--- config.mk ---
export PLATFORM = sky130hd
export DESIGN_NAME = fpx_status_rec
export DESIGN_NICKNAME = d
export VERILOG_FILES = /design/src/rtl/fpx_pkg.sv /design/src/rtl/fpx_prio_pick.sv /design/src/rtl/fpx_exc_update.sv /design/src/rtl/fpx_drain_update.sv /design/src/rtl/fpx_status_rec.sv
export SDC_FILE = /design/constraint.sdc
export NUM_CORES = 1
export LEC_CHECK = 0
export ABC_AREA = 1
export BUFFER_PORTS_ARGS = -buffer_cell sky130_fd_sc_hd__buf_2
export CAP_MARGIN = 20
export CORE_ASPECT_RATIO = 1.1
export CORE_MARGIN = 2
export CORE_UTILIZATION = 45
export DETAILED_ROUTE_END_ITERATION = 10
export GPL_TIMING_DRIVEN = 0
export PLACE_DENSITY_LB_ADDON = 0.12
export SLEW_MARGIN = 10
export SYNTH_ARGS = -nofsm -noshare
export SYNTH_HDL_FRONTEND = slang
export SYNTH_HIERARCHICAL = 1
export SYNTH_SLANG_ARGS = --single-unit
--- constraint.sdc ---
create_clock -name clk -period 1.6 [get_ports clk]
set_input_delay 0.16 -clock clk [delete_from_list [all_inputs] [get_ports clk]]
set_output_delay 0.16 -clock clk [all_outputs]
set_load 0.1 [all_outputs]
--- src/rtl/fpx_pkg.sv ---
package fpx_pkg;
    localparam int EXC_W   = 5;
    localparam int CUR_LSB = 0;
    localparam int ACC_LSB = 5;
    localparam int QNE_LSB = 12;
    localparam int QNE_W   = 2;
    localparam int FTT_LSB = 14;
    localparam int FTT_W   = 3;
    localparam int TEM_LSB = 23;

    typedef enum logic {
        S_IDLE = 1'b0,
        S_TRAP = 1'b1
    } fpx_state_e;
endpackage

--- src/rtl/fpx_prio_pick.sv ---
module fpx_prio_pick #(
    parameter int W = 5
) (
    input  logic [W-1:0] req,
    output logic [W-1:0] pick
);
    // highest index wins: later iterations override earlier ones
    always_comb begin
        pick = '0;
        for (int i = 0; i < W; i++) begin
            if (req[i]) begin
                pick    = '0;
                pick[i] = 1'b1;
            end
        end
    end
endmodule

--- src/rtl/fpx_exc_update.sv ---
module fpx_exc_update
    import fpx_pkg::*;
#(
    parameter int SR_W = 32
) (
    input  logic [SR_W-1:0]  cur,
    input  logic [EXC_W-1:0] vec,
    output logic [SR_W-1:0]  nxt,
    output logic             trap
);
    logic [EXC_W-1:0] enabled;
    logic [EXC_W-1:0] single;
    logic [EXC_W-1:0] result;

    assign enabled = vec & cur[TEM_LSB +: EXC_W];
    assign trap    = |enabled;

    fpx_prio_pick #(.W(EXC_W)) pick_i (
        .req  (enabled),
        .pick (single)
    );

    assign result = trap ? single : vec;

    always_comb begin
        nxt = cur;
        nxt[CUR_LSB +: EXC_W] = result;
        if (vec != '0) begin
            nxt[FTT_LSB +: FTT_W] = '0;
            if (trap) begin
                nxt[FTT_LSB] = 1'b1;
            end else begin
                nxt[ACC_LSB +: EXC_W] = cur[ACC_LSB +: EXC_W] | result;
            end
        end
    end
endmodule

--- src/rtl/fpx_drain_update.sv ---
module fpx_drain_update
    import fpx_pkg::*;
#(
    parameter int SR_W = 32
) (
    input  logic [SR_W-1:0] cur,
    input  logic            all_ok,
    output logic [SR_W-1:0] nxt
);
    always_comb begin
        nxt = cur;
        nxt[QNE_LSB +: QNE_W] = '0;
        if (all_ok) begin
            nxt[CUR_LSB +: EXC_W] = '0;
        end
    end
endmodule

--- src/rtl/fpx_status_rec.sv ---
module fpx_status_rec
    import fpx_pkg::*;
#(
    parameter int SR_W = 32
) (
    input  logic             clk,
    input  logic             rst_n,
    input  logic             wr_en,
    input  logic [SR_W-1:0]  wr_data,
    input  logic             exc_valid,
    input  logic [EXC_W-1:0] exc_vec,
    input  logic             drain_req,
    input  logic             drain_ok,
    output logic [SR_W-1:0]  status_q,
    output logic             trap_req
);
    fpx_state_e      state_q, state_d;
    logic [SR_W-1:0] status_d;
    logic [SR_W-1:0] exc_nxt;
    logic [SR_W-1:0] drn_nxt;
    logic            exc_trap;

    fpx_exc_update #(.SR_W(SR_W)) exc_i (
        .cur  (status_q),
        .vec  (exc_vec),
        .nxt  (exc_nxt),
        .trap (exc_trap)
    );

    fpx_drain_update #(.SR_W(SR_W)) drn_i (
        .cur    (status_q),
        .all_ok (drain_ok),
        .nxt    (drn_nxt)
    );

    // next state and next status: write > exception > drain
    always_comb begin
        state_d  = S_IDLE;
        status_d = status_q;
        if (wr_en) begin
            status_d = wr_data;
            state_d  = S_IDLE;
        end else if (exc_valid) begin
            status_d = exc_nxt;
            unique case (state_q)
                S_IDLE:  state_d = exc_trap ? S_TRAP : S_IDLE;
                S_TRAP:  state_d = exc_trap ? S_TRAP : S_IDLE;
                default: state_d = S_IDLE;
            endcase
        end else if (drain_req) begin
            status_d = drn_nxt;
        end
    end

    // state and status registers
    always_ff @(posedge clk) begin
        if (!rst_n) begin
            state_q  <= S_IDLE;
            status_q <= '0;
        end else begin
            state_q  <= state_d;
            status_q <= status_d;
        end
    end

    // outputs
    always_comb begin
        unique case (state_q)
            S_TRAP:  trap_req = 1'b1;
            default: trap_req = 1'b0;
        endcase
    end

    AST_TRAP_SINGLE_FLAG: assert property (@(posedge clk) disable iff (!rst_n)
        trap_req |-> ($countones(status_q[CUR_LSB +: EXC_W]) == 1));
    AST_TRAP_TYPE_SET: assert property (@(posedge clk) disable iff (!rst_n)
        trap_req |-> (status_q[FTT_LSB +: FTT_W] == 3'b001));
    AST_TRAP_KEEPS_ACC: assert property (@(posedge clk) disable iff (!rst_n)
        (!wr_en && exc_valid && ((exc_vec & status_q[TEM_LSB +: EXC_W]) != '0))
        |=> $stable(status_q[ACC_LSB +: EXC_W]));
    AST_TRAP_RAISED: assert property (@(posedge clk) disable iff (!rst_n)
        (!wr_en && exc_valid && ((exc_vec & status_q[TEM_LSB +: EXC_W]) != '0))
        |=> trap_req);
    AST_ACC_GROWS: assert property (@(posedge clk) disable iff (!rst_n)
        (!wr_en && exc_valid)
        |=> ((status_q[ACC_LSB +: EXC_W] & $past(status_q[ACC_LSB +: EXC_W]))
             == $past(status_q[ACC_LSB +: EXC_W])));
    AST_WRITE_QUIETS_TRAP: assert property (@(posedge clk) disable iff (!rst_n)
        wr_en |=> !trap_req);
    AST_DRAIN_CLEARS_QNE: assert property (@(posedge clk) disable iff (!rst_n)
        (!wr_en && !exc_valid && drain_req)
        |=> (status_q[QNE_LSB +: QNE_W] == '0));
    AST_ZERO_VEC_QUIET: assert property (@(posedge clk) disable iff (!rst_n)
        (!wr_en && exc_valid && exc_vec == '0)
        |=> (!trap_req && $stable(status_q[FTT_LSB +: FTT_W])));
endmodule

==> metrics.sh <==
SYNTH.YOSYS.SEQ_AREA_SHARE_PCT=20.4
POWER_PER_CELL_AREA_mW_PER_MM2=785
VIAS_CELL=4.44
DRT_ITER0_MARKERS=139
LAYOUT-DRIVE-GT1-SHARE_PCT=25.6
CLKSINKCOUNT=33
OUTCOME='finished clean'
HOLD_FIX_BUFFERS_CTS=0
FINAL_HOLD_FAILS=0
OVERFLOW=0
FLOORPLAN.DIE_AREA_MM2=0.00788
CTSLONGESTPATHBUFFERS=2
GROUTE.USAGE.OVERALL_PCT=21.3
TOP_LEVEL_PORTS=76
SYNTHSIMPLEGATEAREAFRAC_PCT=43.3
POST-ROUTE-WORST-SETUP-SLACK_NS=0.191
TIMING.FINAL.SETUP_VIOLATIONS=0
GP_CONGESTION=0.873
POST_CTS.REPAIR.SETUP_BUFFERS=0
CRIT_START='status_q[27]'
PRE_CTS_SLACK_NS=0.190
DRT-WIRELENGTH-PER-CELL_UM=10.8
SYNTHADDERAREAFRAC_PCT=0
TIMING.CRITICAL_PATH.MODE_CELL='nand2_1'
HPWL_UM=5870
CRIT_REQUIRED_NS=1.84
VIA_COUNT=3289
WORST_REG_TO_REG_PATH_CELL_COUNT=14
VIAS_IN_THE_FIRST_GLOBAL_ROUTE=3157
IR_WORST_VDD_mV=0.435
CTS_HTREE_LEVELS=2
FIN_WORST_SKEW_NS=0.00628
P_LEAK_nW=2.58
FINAL_WIRELENGTH_UM=7990
PERIOD_MINUS_SLACK_NS=1.41
POWER_FRAC_COMB_PCT=43.9
DIE_H_UM=92.9
WORSTHOLDPATHCELLS=5
TIMING.CRITICAL_PATH.CELLS='nand2_1 > inv_2 > nor2_1 > nand2_1 > nor2_1 > inv_1 > o21bai_1 > nand2_1 > inv_1 > nand2_1 > nand3_1 > nand3_1 > nand2_1 > inv_1'
ANTENNA_VIOLATIONS_BEFORE_REPAIR=0
FINAL_CELL_MIX='nand2_1 (178), inv_1 (154), buf_2 (87), nand3_1 (72), buf_4 (52)'
SWITCHING_POWER_SUMMED_OVER_ALL_NETS_mW=1.31
SYNTH-WARNING-COUNT=6
SHARE_OF_THE_SYNTHESIZED_NETLIST_AREA_TAKEN_BY_XOR_AND_XNOR_GATES_PCT=0
CTS_TREE='done'
SYNTH_CELLS=575
DIE_W_UM=84.8
P_SW_SHARE_PCT=43.7
DR.PASS1.ITERS=4
CLASS_OF_THE_MOST_CRITICAL_HOLD_TIMING_PATH='in2reg'
WORST_PATH_ARRIVAL_NS=1.65
CTS_BUFFERS=5
FILL_CELLS=767
MAXCAPVIOLATIONS=0
HOLDCRITSTARTPOINT='wr_data[29]'
CAPTURING_INSTANCE_OR_PORT_OF_THE_CRITICAL_PATH='status_q[0]'
NUMPORTBUFFERS=72
SYN_TO_FINAL_GROWTH_PCT=18.2
CRIT_PATH_END_KIND='flip-flop'
R2R_END='status_q[0]'
LAYOUT.CELLS.MOST_COMMON='nand2_1'
REPORT.FINAL.SLEW_VIOL_COUNT=0
CRITICAL_PATH.SLOWEST_CELL='dfxtp_4'
CP.DEPTH=14
SYNTH_AREA_IN_COMPOUND_GATES_PCT=1.16
SYN_AVG_CELL_AREA_UM2=5.62
YOSYS-MUX-AREA-FRACTION_PCT=0
FFS_LATCHES_SYNTH=33
FINAL_NETS=698
FINAL_PERIOD_UTILIZATION_PCT=88.1
GRT_SETUP_UNREPAIRED='no'
DESIGN.CORE.AREA_MM2=0.00701
RR_STARTPOINT='status_q[27]'
SYNTH_TOP_FAMILY_BY_AREA='simple AND/OR/NAND/NOR gates'
P_INT_mW=1.69
REMAINING_DRC_ERRORS=0
POWER_FRAC_CLOCK_PCT=24.4
CRITICAL-PATH-TOP-DELAY-FAMILY='simple AND/OR/NAND/NOR gates'
CTS-RESIZED-GATES=0
PEAK_PER_STAGE_DELAY_ON_THE_CRITICAL_PATH_NS=0.36
POWER_FRAC_SEQ_PCT=31.7
SYNTH.CELL_AREA_MM2=0.00323
PATH_MAX_FANOUT=5
INITIAL_STANDARD_CELL_UTILIZATION_OF_THE_CORE_PCT=46.1
MULTI_INPUT_COMB_AREA_MM2=0.00145
LIBRARY_CELLS_USED_BY_SYNTHESIS=18
GLOBAL_ROUTE_WIRE_LENGTH_BEFORE_REPAIR_UM=13700
FF_LATCH_AREA_UM2=674
WORST_SKEW_PAIR.LATE_LATENCY_NS=0.29
GRT_START_MAX_NET_PINS=11
CRITICAL_PATH.N_BUFFERS_INVERTERS=4
N_ANTENNA_CELL=0
SETUP.REG_TO_REG.WORST_SLACK_NS=0.19
SETUP_TOTAL_NEGATIVE_SLACK_NS=0
ROUTE.ANTENNA.REMAINING_NETS=0
FMAX_MHz=710
CRIT_TYPE='reg2reg'
PLACEMENTROWS=32
POST_CTS_CLOCK_SLEW_AT_THE_LAUNCH_AND_CAPTURE_REGISTERS_OF_THE_WORST_SETUP_AND_HOLD_PATHS_NS=0.08
START_KIND='flip-flop'
ROOT_BUFFER='clkbuf_8'
worst register-to-register path, stage by stage, from the launching register on:
cell and delay (ns):
dfxtp_4 0.36, nand2_1 0.10, inv_2 0.09, nor2_1 0.09, nand2_1 0.07, nor2_1 0.09
inv_1 0.04, o21bai_1 0.14, nand2_1 0.06, inv_1 0.04, nand2_1 0.06, nand3_1 0.08
nand3_1 0.08, nand2_1 0.05, inv_1 0.04
Yosys cell counts:
cell        n  area, um^2
nand2_1   179         672
inv_1     154         578
nand3_1    72         360
buf_4      52         390
dfxtp_1    33         661
nand3b_1   32         240
buf_2      15        75.1
nor2_1     13        48.8
buf_6       6        67.6
o21bai_1    5        37.5
inv_2       4        15.0
nand2_2     2        12.5
nor2_8      2        40.0
nor3_1      2        10.0
clkbuf_1    1        3.75
conb_1      1        3.75
nand2_4     1        11.3
nand4_1     1        6.26
metrics by stage:
| step | instances | instance area (um^2) | power, mW | hold slack, ns | utilization [%] |
|---|---|---|---|---|---|
| 3_5_place_dp | 733 | 3720 | 2.29 | 0.457 | 53.1 |
| 4_1_cts | 741 | 3820 | 3.04 | 0.154 | 54.5 |
| 5_1_grt | 741 | 3820 | 3.19 | 0.175 | 54.5 |
| 3_3_place_gp | 733 | 3720 | 2.27 | 0.454 | 53.1 |
| 2_1_floorplan | 576 | 3250 | 2.06 | 0.359 | - |
| 6_report | 741 | 3820 | 3.00 | 0.157 | 54.5 |
power groups by stage:
stage               Sequential (mW)  Combinational [mW]  Clock (mW)
finish                        0.951                1.32       0.733
global route                  0.963                1.44       0.786
CTS                           0.952                1.32       0.762
detailed placement            0.971                1.32           0
global placement              0.969                1.30           0
floorplan                      1.44               0.615           0
final cells by class:
type                    instances  share of cell area (%)
flip-flops and latches         33                    17.6
well taps                      85                    2.78
multi-input cells             311                    37.9
inverters                     158                    15.5
plain buffers                  74                    14.0
clock buffers                   7                    2.52
repair buffers                 72                    9.43
clock inverters                 1                   0.131
registers in the layout, indices dropped and copies added (netlist names):
| name | cells |
|---|---|
| status_q | 32 |
| state_q | 1 |
worst min path at each step:
| stage | end | slack (ns) |
|---|---|---|
| 4_1_cts | status_q[29] | 0.15 |
| 6_report | status_q[29] | 0.16 |
| 3_5_place_dp | status_q[29] | 0.46 |
| 3_3_place_gp | status_q[31] | 0.45 |
| 2_1_floorplan | status_q[29] | 0.36 |
| 5_1_grt | status_q[4] | 0.17 |
logic make-up (layout without fill, tap and decap cells):
family          after synthesis  count (layout)
other cells                   1               2
compound gates                5               5
flops                        33              33
buf+inv                     232             312
simple gates                304             304
layer usage:
metal,vias up,track usage (%),share of wire (%)
met2,84,37.5,49
met4,0,8.07,2.0
li1,1776,-,-
met3,13,4.19,5.9
met5,-,0,0
met1,1416,25.4,43
No activity file was read; power rests on OpenSTA's default activity.
